## config.mk

```make
export PLATFORM = sky130hd
export DESIGN_NAME = ring_cs_switch
export DESIGN_NICKNAME = d
export VERILOG_FILES = /design/src/rtl/ring_cs_pkg.sv /design/src/rtl/ring_cs_ctrl.sv /design/src/rtl/ring_cs_dp.sv /design/src/rtl/ring_cs_switch.sv
export SDC_FILE = /design/constraint.sdc
export NUM_CORES = 1
export LEC_CHECK = 0
export ABC_AREA = 1
export ABC_CLOCK_PERIOD_IN_PS = 2650
export BUFFER_PORTS_ARGS = -buffer_cell sky130_fd_sc_hd__clkbuf_2
export CORE_ASPECT_RATIO = 0.9
export CORE_MARGIN = 2
export CORE_UTILIZATION = 30
export CTS_CLUSTER_SIZE = 40
export DETAILED_ROUTE_END_ITERATION = 10
export PLACE_DENSITY = 0.54
export SLEW_MARGIN = 20
export SYNTH_ARGS = -nofsm -noshare
export SYNTH_HDL_FRONTEND = slang
export SYNTH_SLANG_ARGS = --single-unit
```

## constraint.sdc

```tcl
create_clock -name clk -period 2.65 [get_ports clk]
set_input_delay 0.265 -clock clk [delete_from_list [all_inputs] [get_ports clk]]
set_output_delay 0.265 -clock clk [all_outputs]
set_load 0.005 [all_outputs]
```

## src/rtl/ring_cs_pkg.sv

```systemverilog
package ring_cs_pkg;
  localparam int NCH   = 4;
  localparam int IDX_W = $clog2(NCH);

  typedef enum logic [IDX_W-1:0] {
    CH_LEFT   = 2'd0,
    CH_RIGHT  = 2'd1,
    CH_ACROSS = 2'd2,
    CH_LOCAL  = 2'd3
  } chan_e;

  // strobes from control to datapath: which inbound feeds each outbound
  typedef struct packed {
    logic [NCH-1:0]            selValid;
    logic [NCH-1:0][IDX_W-1:0] selSrc;
  } dp_ctrl_t;
endpackage

```

## src/rtl/ring_cs_ctrl.sv

```systemverilog
module ring_cs_ctrl
  import ring_cs_pkg::*;
#(
  parameter int DATA_W = 16,
  parameter int ADDR_W = 4
) (
  input  logic                       clk,
  input  logic                       rstN,
  input  logic [ADDR_W-1:0]          localAddr,
  input  logic [1:0]                 peRoute,
  input  logic [NCH-1:0]             reqIn,
  input  logic [NCH-1:0]             relIn,
  input  logic [NCH-1:0][DATA_W-1:0] dataIn,
  input  logic [NCH-1:0]             dnAckIn,
  input  logic [NCH-1:0]             dnRejIn,
  output logic [NCH-1:0]             reqOut,
  output logic [NCH-1:0]             relOut,
  output logic [NCH-1:0]             upAckOut,
  output logic [NCH-1:0]             upRejOut,
  output dp_ctrl_t                   dpCtrl
);
  logic [NCH-1:0]            lockValid;
  logic [NCH-1:0][IDX_W-1:0] lockSrc;
  logic [NCH-1:0][IDX_W-1:0] lastWin;

  logic [NCH-1:0]            isLocal, tgtValid, owned, reqV;
  logic [NCH-1:0][IDX_W-1:0] tgt;
  logic [NCH-1:0]            foundV, grantV, granted, rejNow;
  logic [NCH-1:0][IDX_W-1:0] winIdx;
  logic [IDX_W-1:0]          scanIdx;

  // distributors: decode destination per inbound port
  always_comb begin
    for (int i = 0; i < NCH; i++) isLocal[i] = (dataIn[i][ADDR_W-1:0] == localAddr);
    tgtValid = '1;
    tgt[CH_LEFT]   = isLocal[CH_LEFT]   ? CH_LOCAL : CH_RIGHT;
    tgt[CH_RIGHT]  = isLocal[CH_RIGHT]  ? CH_LOCAL : CH_LEFT;
    tgt[CH_ACROSS] = isLocal[CH_ACROSS] ? CH_LOCAL : CH_RIGHT;
    tgt[CH_LOCAL]  = peRoute;
    tgtValid[CH_LOCAL] = (peRoute != CH_LOCAL);
    owned = '0;
    for (int o = 0; o < NCH; o++)
      if (lockValid[o]) owned[lockSrc[o]] = 1'b1;
    reqV = reqIn & ~owned & tgtValid;
  end

  // allocators: round robin per outbound port
  always_comb begin
    foundV  = '0;
    winIdx  = '0;
    scanIdx = '0;
    for (int o = 0; o < NCH; o++) begin
      for (int k = 1; k <= NCH; k++) begin
        scanIdx = IDX_W'(lastWin[o] + IDX_W'(k));
        if (!foundV[o] && reqV[scanIdx] && tgt[scanIdx] == IDX_W'(o)) begin
          foundV[o] = 1'b1;
          winIdx[o] = scanIdx;
        end
      end
    end
    grantV  = foundV & ~lockValid;
    granted = '0;
    for (int o = 0; o < NCH; o++)
      if (grantV[o]) granted[winIdx[o]] = 1'b1;
    rejNow = reqIn & ~owned & ~granted;
  end

  // retain: locks, strobes and backward answers
  always_ff @(posedge clk or negedge rstN) begin
    if (!rstN) begin
      lockValid <= '0;
      lockSrc   <= '0;
      lastWin   <= '1;
      reqOut    <= '0;
      relOut    <= '0;
      upAckOut  <= '0;
      upRejOut  <= '0;
    end else begin
      reqOut   <= grantV;
      relOut   <= '0;
      upAckOut <= '0;
      upRejOut <= rejNow;
      for (int o = 0; o < NCH; o++) begin
        if (lockValid[o]) begin
          if (dnAckIn[o]) upAckOut[lockSrc[o]] <= 1'b1;
          if (dnRejIn[o]) begin
            upRejOut[lockSrc[o]] <= 1'b1;
            lockValid[o] <= 1'b0;
          end
          if (relIn[lockSrc[o]]) begin
            relOut[o]    <= 1'b1;
            lockValid[o] <= 1'b0;
          end
        end else if (grantV[o]) begin
          lockValid[o] <= 1'b1;
          lockSrc[o]   <= winIdx[o];
          lastWin[o]   <= winIdx[o];
        end
      end
    end
  end

  always_comb begin
    for (int o = 0; o < NCH; o++) begin
      dpCtrl.selValid[o] = lockValid[o] | grantV[o];
      dpCtrl.selSrc[o]   = lockValid[o] ? lockSrc[o] : winIdx[o];
    end
  end

  for (genvar o = 0; o < NCH; o++) begin : g_outChk
    AST_REQ_HOLDS_LOCK: assert property (@(posedge clk) disable iff (!rstN)
      reqOut[o] |-> lockValid[o]);
    AST_REL_FREES_PORT: assert property (@(posedge clk) disable iff (!rstN)
      relOut[o] |-> !lockValid[o]);
  end

  for (genvar i = 0; i < NCH; i++) begin : g_inChk
    logic [NCH-1:0] holdVec;
    always_comb
      for (int o = 0; o < NCH; o++) holdVec[o] = lockValid[o] && lockSrc[o] == IDX_W'(i);
    AST_ONE_PATH_PER_INPUT: assert property (@(posedge clk) disable iff (!rstN)
      $countones(holdVec) <= 1);
    AST_ANSWER_EXCLUSIVE: assert property (@(posedge clk) disable iff (!rstN)
      !(upAckOut[i] && upRejOut[i]));
  end
endmodule

```

## src/rtl/ring_cs_dp.sv

```systemverilog
module ring_cs_dp
  import ring_cs_pkg::*;
#(
  parameter int DATA_W = 16
) (
  input  logic                       clk,
  input  logic                       rstN,
  input  dp_ctrl_t                   dpCtrl,
  input  logic [NCH-1:0][DATA_W-1:0] dataIn,
  output logic [NCH-1:0][DATA_W-1:0] dataOut
);
  always_ff @(posedge clk or negedge rstN) begin
    if (!rstN) dataOut <= '0;
    else
      for (int o = 0; o < NCH; o++)
        dataOut[o] <= dpCtrl.selValid[o] ? dataIn[dpCtrl.selSrc[o]] : '0;
  end

  for (genvar o = 0; o < NCH; o++) begin : g_dpChk
    AST_IDLE_DATA_ZERO: assert property (@(posedge clk) disable iff (!rstN)
      !dpCtrl.selValid[o] |=> dataOut[o] == '0);
  end
endmodule

```

## src/rtl/ring_cs_switch.sv

```systemverilog
module ring_cs_switch
  import ring_cs_pkg::*;
#(
  parameter int DATA_W = 16,
  parameter int ADDR_W = 4
) (
  input  logic                       clk,
  input  logic                       rstN,
  input  logic [ADDR_W-1:0]          localAddr,
  input  logic [1:0]                 peRoute,
  input  logic [NCH-1:0]             reqIn,
  input  logic [NCH-1:0]             relIn,
  input  logic [NCH-1:0][DATA_W-1:0] dataIn,
  input  logic [NCH-1:0]             dnAckIn,
  input  logic [NCH-1:0]             dnRejIn,
  output logic [NCH-1:0]             reqOut,
  output logic [NCH-1:0]             relOut,
  output logic [NCH-1:0][DATA_W-1:0] dataOut,
  output logic [NCH-1:0]             upAckOut,
  output logic [NCH-1:0]             upRejOut
);
  dp_ctrl_t dpCtrl;

  ring_cs_ctrl #(.DATA_W(DATA_W), .ADDR_W(ADDR_W)) ctrl_i (
    .clk(clk), .rstN(rstN), .localAddr(localAddr), .peRoute(peRoute),
    .reqIn(reqIn), .relIn(relIn), .dataIn(dataIn),
    .dnAckIn(dnAckIn), .dnRejIn(dnRejIn),
    .reqOut(reqOut), .relOut(relOut),
    .upAckOut(upAckOut), .upRejOut(upRejOut), .dpCtrl(dpCtrl)
  );

  ring_cs_dp #(.DATA_W(DATA_W)) dp_i (
    .clk(clk), .rstN(rstN), .dpCtrl(dpCtrl), .dataIn(dataIn), .dataOut(dataOut)
  );
endmodule

```

==> qor.csv, run 1 <==
stage,metric,value,unit
run_status,outcome,completed,
worst_setup_path,critical_path_class,reg -> reg,
synthesis,ys.flop_type,dfrtp_1,
sta,fin_setup_tns,0,ps
final_layout,final_core_util,39.4,%
hold_path,hold_path.class,in -> reg,
clocking,cts_tree,done,
synthesis,synth-compound-area-share,13.1,%
final_layout,n_fill_cell,2406,
die,dieWidth,164,um
sta,clock_skew,8.23,ps
worst_setup_path,worstPathRequired,2890,ps
die,design.portCount,168,
place,gp_congestion,0.969,
worst_setup_path,start_kind,flop,
die,die_area,0.0243,mm^2
synthesis,async_reset_ff_share,100,%
synthesis,synth_top_family_by_area,simple AND/OR/NAND/NOR gates,
grt,grt_pass1_wl,41700,um
synthesis,yosysWarnings,0,
sta,fmax,0.395,GHz
final_layout,seq_area,0.00247,mm^2
grt,grt_util_met3,2.93,%
synthesis,yosysTopAreaCell,dfrtp_1,
worst_setup_path,reg2reg_depth,17,
detailed_routing,dr.pass1.iters,5,
synthesis,synthSimpleGateAreaFrac,41.4,%
flow_run,drv_cap,0,
synthesis,avgSynthCellArea,6.49,um^2
die,num_rows,52,
detailed_routing,wl_per_cell,17.9,um
worst_setup_path,endpoint_kind,flop,
grt,grt_usage,22.5,%
grt,busiest_layer,met1,
clocking,clkTransAtPathRegs,70,ps
final_layout,diodes,0,
synthesis,synth_cells,1066,
grt,use_met1,35.8,%
synthesis,synth_edf_count,0,
hold_path,whs_path_depth,3,
synthesis,yosys.area_share.adder,0,%
die,fp.dieH,148,um
synthesis,synthMuxAreaShare,0,%
grt,gr-total-overflow,0,
synthesis,yosysMostFrequentCell,nand2_1,
clocking,htree_levels,3,
sta,period_share,95.6,%
grt,grt_pass1_vias,7166,
grt,grt_start_max_net_pins,61,
place,hpwl,21200,um
clocking,numCtsBuffers,9,
final_layout,fin_nets,1345,
final_layout,drive_gt1_share,26.3,%
sta,hold_viol_final,0,
sta,whs,165,ps
clocking,root_buffer,clkbuf_16,
worst_setup_path,cp.arrival,2780,ps
power,leakagePower,0.00479,uW
detailed_routing,detail-route-antenna-nets,0,
power,p_per_area,1260,mW/mm^2
worst_setup_path,crit_fanout,14,
grt,use_met2,30.3,%
die,initial_core_util,30.6,%
synthesis,synth.top_cell.area_share,33.3,%
die,coreArea,0.0226,mm^2
synthesis,syn_nets,1154,
synthesis,synthXorXnorAreaFrac,0.253,%
detailed_routing,drtIter0Drc,717,
final_layout,multi_input_area,0.00392,mm^2
final_layout,area_delta_synth_final,28.4,%
grt,antenna_found_initial,0,
synthesis,synth.distinct_cells,32,
clocking,clk_latency,350,ps
sta,finalCriticalPeriod,2530,ps
synthesis,netlist_area,0.00692,mm^2
power,ir_drop,0.594,mV
power,power.total,11200,uW
synthesis,ys_seq_area_share,35.6,%
sta,tightest_slew,580,ps
detailed_routing,dr_total_vias,7954,
sta,setup_violations,0,
synthesis,yosys-top-cells-count,"340 x nand2_1, 170 x nand3_1, 92 x dfrtp_1, 92 x nor2_1, 90 x inv_1",
clocking,clock_sinks,98,
detailed_routing,route.detailed.drc,0,
sta,slew_headroom,61.3,%
clocking,cts_buffer_depth,2,
place,io_buffers,167,
detailed_routing,via_per_inst,5.11,
synthesis,synth.area.top_cells,"dfrtp_1 33%, nand2_1 18%, nand3_1 12%",
synthesis,ys_ff_latch,98,
sta,drv_slew,0,
detailed_routing,routed_wl,27900,um
-- cell families after synthesis --
logic type	Yosys count
simple gates	650
compound gates	160
xor+xnor	2
flops	98
buf+inv	156
-- what timing repair did --
action / 4_1_cts / 5_1_grt
hold endpoints to repair: 37 / 0
setup buffers: 0 / 10
endpoints found under the setup margin: 0 / 58
hold buffers: 1 / 0
gates resized for setup: 0 / 41
-- final timing paths --
path                                startpoint            endpoint  slack [ps]
min in group asynchronous                 rstN    ctrl_i.reqOut[3]         450
min reg2reg                ctrl_i.lockValid[2]    ctrl_i.reqOut[2]         560
min                                 dnRejIn[1]  ctrl_i.upRejOut[2]         170
max in group asynchronous                 rstN   ctrl_i.lastWin[2]        1440
max                          ctrl_i.lockSrc[5]    dp_i.dataOut[57]         120
max reg2reg                  ctrl_i.lockSrc[5]    dp_i.dataOut[57]         120
-- routing by layer --
| metal | share of wire, % | vias up |
|---|---|---|
| li1 | - | 3862 |
| met1 | 49 | 3675 |
| met2 | 40 | 374 |
| met3 | 7.7 | 43 |
| met4 | 3.1 | 0 |
| met5 | 0 | - |
-- state kept, by name, indices dropped and copies added, names as in the netlist --
| register | cells |
|---|---|
| ctrl_i.upAckOut | 4 |
| ctrl_i.upRejOut | 4 |
| dp_i.dataOut | 64 |
| ctrl_i.relOut | 4 |
| ctrl_i.reqOut | 4 |
| ctrl_i.lastWin | 6 |
| ctrl_i.lockValid | 4 |
| ctrl_i.lockSrc | 8 |
-- area by class of cell --
type,instances,area share (%)
multi-input cells,812,44.1
flip-flops and latches,98,27.8
repair buffers,232,16.5
inverters,104,4.48
well taps,297,4.18
clock buffers,12,2.77
clock inverters,2,0.155
-- report_power, final --
group | switching [uW] | leakage [uW] | internal, uW
combinational | 4700 | 0.00344 | 2830
clock | 598 | 0.000129 | 657
sequential | 316 | 0.00123 | 2110
total | 5620 | 0.00479 | 5590
-- worst max-delay path, stage by stage, from the launching register on --
cell,delay (ps)
dfrtp_1,390
inv_2,90
nand3_1,140
nand2_1,90
nor2_2,170
nand3_1,90
nand2_1,140
nand3_1,150
o21ai_4,110
inv_2,80
o21ai_2,180
nand3_4,170
buf_12,200
buf_4,150
nand3_1,70
nand3_1,80
nand2_1,60
nor2_1,40
-- stage by stage --
| stage | cells | cell area (um^2) | setup slack [ps] |
|---|---|---|---|
| CTS | 1546 | 8630 | 42.4 |
| global placement | 1531 | 8360 | 47.1 |
| detailed placement | 1531 | 8360 | 25.5 |
| floorplan | 1066 | 6920 | 466 |
| global route | 1557 | 8880 | -10.2 |
| finish | 1557 | 8880 | 116 |
-- placed cells by master (no fill, tap or decap), drive strengths merged, types with 10 or more instances in the layout --
cell type | synthesis | routed
nand2 | 354 | 354
nand3 | 179 | 179
clkbuf | 17 | 179
inv | 104 | 103
nor2 | 102 | 102
dfrtp | 92 | 92
o21ai | 72 | 72
buf | 35 | 64
a21oi | 58 | 58
a311oi | 12 | 12
nand4 | 10 | 10
No activity file was read; power rests on OpenSTA's default activity.
==> run 2, diff against run 1 <==
Settings changed: ABC_CLOCK_PERIOD_IN_PS 2650 to 2900.
Clock period 2.65 ns to 2.9 ns, I/O delays scaled along.
==> run 2 against run 1 <==
Net effect: the flow now finishes with violations (negative hold slack); sequential power fell by 8.6%; maximum frequency fell by 6.0%; critical path depth rose by 2; cell count fell by 2.1%; die area did not move; core utilization fell by 1.8 points; via count fell by 1.9%.
==> qor.csv, run 2 (same netlist as run 1, synthesis figures left out) <==
stage,metric,value,unit
sta,hold_viol_final,24,
worst_setup_path,endpoint_kind,flop,
power,ir_drop,0.611,mV
clocking,clk_latency,360,ps
final_layout,final_core_util,37.6,%
worst_setup_path,worstPathRequired,3150,ps
die,coreArea,0.0226,mm^2
clocking,numCtsBuffers,9,
flow_run,drv_cap,0,
final_layout,regMostFlops,dp_i.dataOut,
hold_path,hold_path.class,in -> async,
place,io_buffers,167,
die,num_rows,52,
place,place_area,0.00814,mm^2
sta,clock_skew,9.29,ps
clocking,clkTransAtPathRegs,70,ps
die,initial_core_util,30.6,%
sta,setup_violations,0,
power,p_per_area,1150,mW/mm^2
clocking,cts_buffer_depth,2,
final_layout,n_fill_cell,2461,
place,gp_congestion,0.957,
detailed_routing,wl_per_cell,18.3,um
worst_setup_path,cp.arrival,2950,ps
final_layout,fin_area,0.00848,mm^2
grt,grt_pass1_wl,41500,um
clocking,hold_buffers,0,
die,dieWidth,164,um
detailed_routing,dr.pass1.iters,5,
final_layout,final_common_cell,nand2_1,
sta,whs,-15.1,ps
final_layout,largestRegisters,"dp_i.dataOut: 64 flops, ctrl_i.lockSrc: 8 flops, ctrl_i.lastWin: 6 flops",
detailed_routing,routed_wl,28000,um
worst_setup_path,critical_path_class,reg -> reg,
final_layout,diodes,0,
clocking,cts_tree,done,
detailed_routing,route.detailed.drc,0,
run_status,outcome,finished with violations,
worst_setup_path,start_kind,flop,
sta,fin_setup_tns,0,ps
sta,rsz0062_at_grt,no,
place,hpwl,21300,um
sta,tightest_slew,837,ps
power,power.total,9730,uW
grt,grt_start_max_net_pins,51,
final_layout,largest_register_ffs,64,
sta,fmax,0.371,GHz
detailed_routing,detail-route-antenna-nets,0,
die,design.portCount,168,
final_layout,fin_nets,1311,
final_layout,layout_common_cells,"339 x nand2_1, 169 x nand3_1, 166 x clkbuf_2",
detailed_routing,via_per_inst,5.12,
run_status,violations,negative hold slack,
power,leakagePower,0.00462,uW
sta,slew_headroom,44.0,%
grt,gr-total-overflow,0,
grt,antenna_found_initial,0,
clocking,htree_levels,3,
clocking,clock_sinks,98,
sta,period_share,92.9,%
die,die_area,0.0243,mm^2
grt,grt_pass1_vias,6965,
final_layout,area_delta_synth_final,22.6,%
worst_setup_path,crit_fanout,24,
clocking,root_buffer,clkbuf_16,
detailed_routing,drtIter0Drc,701,
sta,drv_slew,0,
final_layout,drive_gt1_share,22.9,%
die,fp.dieH,148,um
sta,finalCriticalPeriod,2690,ps
grt,grt_usage,22.6,%
detailed_routing,dr_total_vias,7801,
[run 2: changes by cell type in the layout (fill, tap and decap cells not counted), moves of 2 or more]
cell / change
nand2_1: +4
nand2_2: -2
nor2_2: -4
nand2_8: -2
dfrtp_2: -6
buf_4: -27
nand3_1: +2
clkinv_2: +2
dfrtp_1: +6
buf_12: -4
nor2_1: +7
nor2_4: -3
[run 2: critical path, stage by stage, from the launching register on]
cell and delay, ps:
dfrtp_1 490, inv_2 100, nand3_1 210, nand3_2 100
nor2_2 210, nand2_1 80, nand2_1 120, nand3_1 90
nand2_1 170, nor2_4 60, nand2_1 50, nand2_1 50
nand2_1 100, nand3_1 80, nand2_1 120, buf_12 180
buf_4 170, nand3_1 80, nand2_1 70, nor2_1 50
[run 2: per-layer routing]
| metal | routed length (um) | track usage (%) | vias to the layer above |
|---|---|---|---|
| li1 | - | - | 3792 |
| met2 | 11400 | 30.9 | 343 |
| met3 | 2540 | 5.02 | 36 |
| met1 | 13600 | 35.5 | 3630 |
| met4 | 436 | 5.48 | 0 |
| met5 | 0 | 0 | - |
[run 2: through the flow]
stage	cells	setup slack [ps]
floorplan	1066	716
global placement	1507	174
detailed placement	1507	195
CTS	1523	186
global route	1525	13.6
finish	1525	205
[run 2: power by group]
part | leakage [uW] | switching, uW | total, uW | internal (uW)
Combinational | 0.00324 | 4150 | 6280 | 2130
Clock | 0.000149 | 538 | 1230 | 690
Sequential | 0.00123 | 297 | 2220 | 1930
[run 2: layout make-up]
type	count	area (um^2)	share of cell area (%)
Multi-Input combinational cell	812	3820	45.1
Sequential cell	98	2460	29.0
Timing Repair Buffer	198	1130	13.4
Inverter	104	394	4.65
Tap cell	297	372	4.38
Clock buffer	11	243	2.86
Clock inverter	5	53.8	0.635
[run 2: worst paths after layout]
check / start / slack (ps) / depth (start not counted) / to
max in group asynchronous: rstN / 2160 / 2 / ctrl_i.lastWin[0]
min: rstN / -20 / 1 / ctrl_i.lockValid[3]
max: ctrl_i.lockSrc[0] / 210 / 19 / dp_i.dataOut[59]
min in group clk: dnRejIn[1] / 210 / 3 / ctrl_i.upRejOut[2]
max reg2reg: ctrl_i.lockSrc[0] / 210 / 19 / dp_i.dataOut[59]
min reg2reg: ctrl_i.lockValid[2] / 590 / 1 / ctrl_i.reqOut[2]
[run 2: what timing repair did]
item	4_1_cts	5_1_grt
endpoints found under the hold margin	0	0
buffers inserted	0	2
gates resized for setup	0	8
setup endpoints to repair	0	30
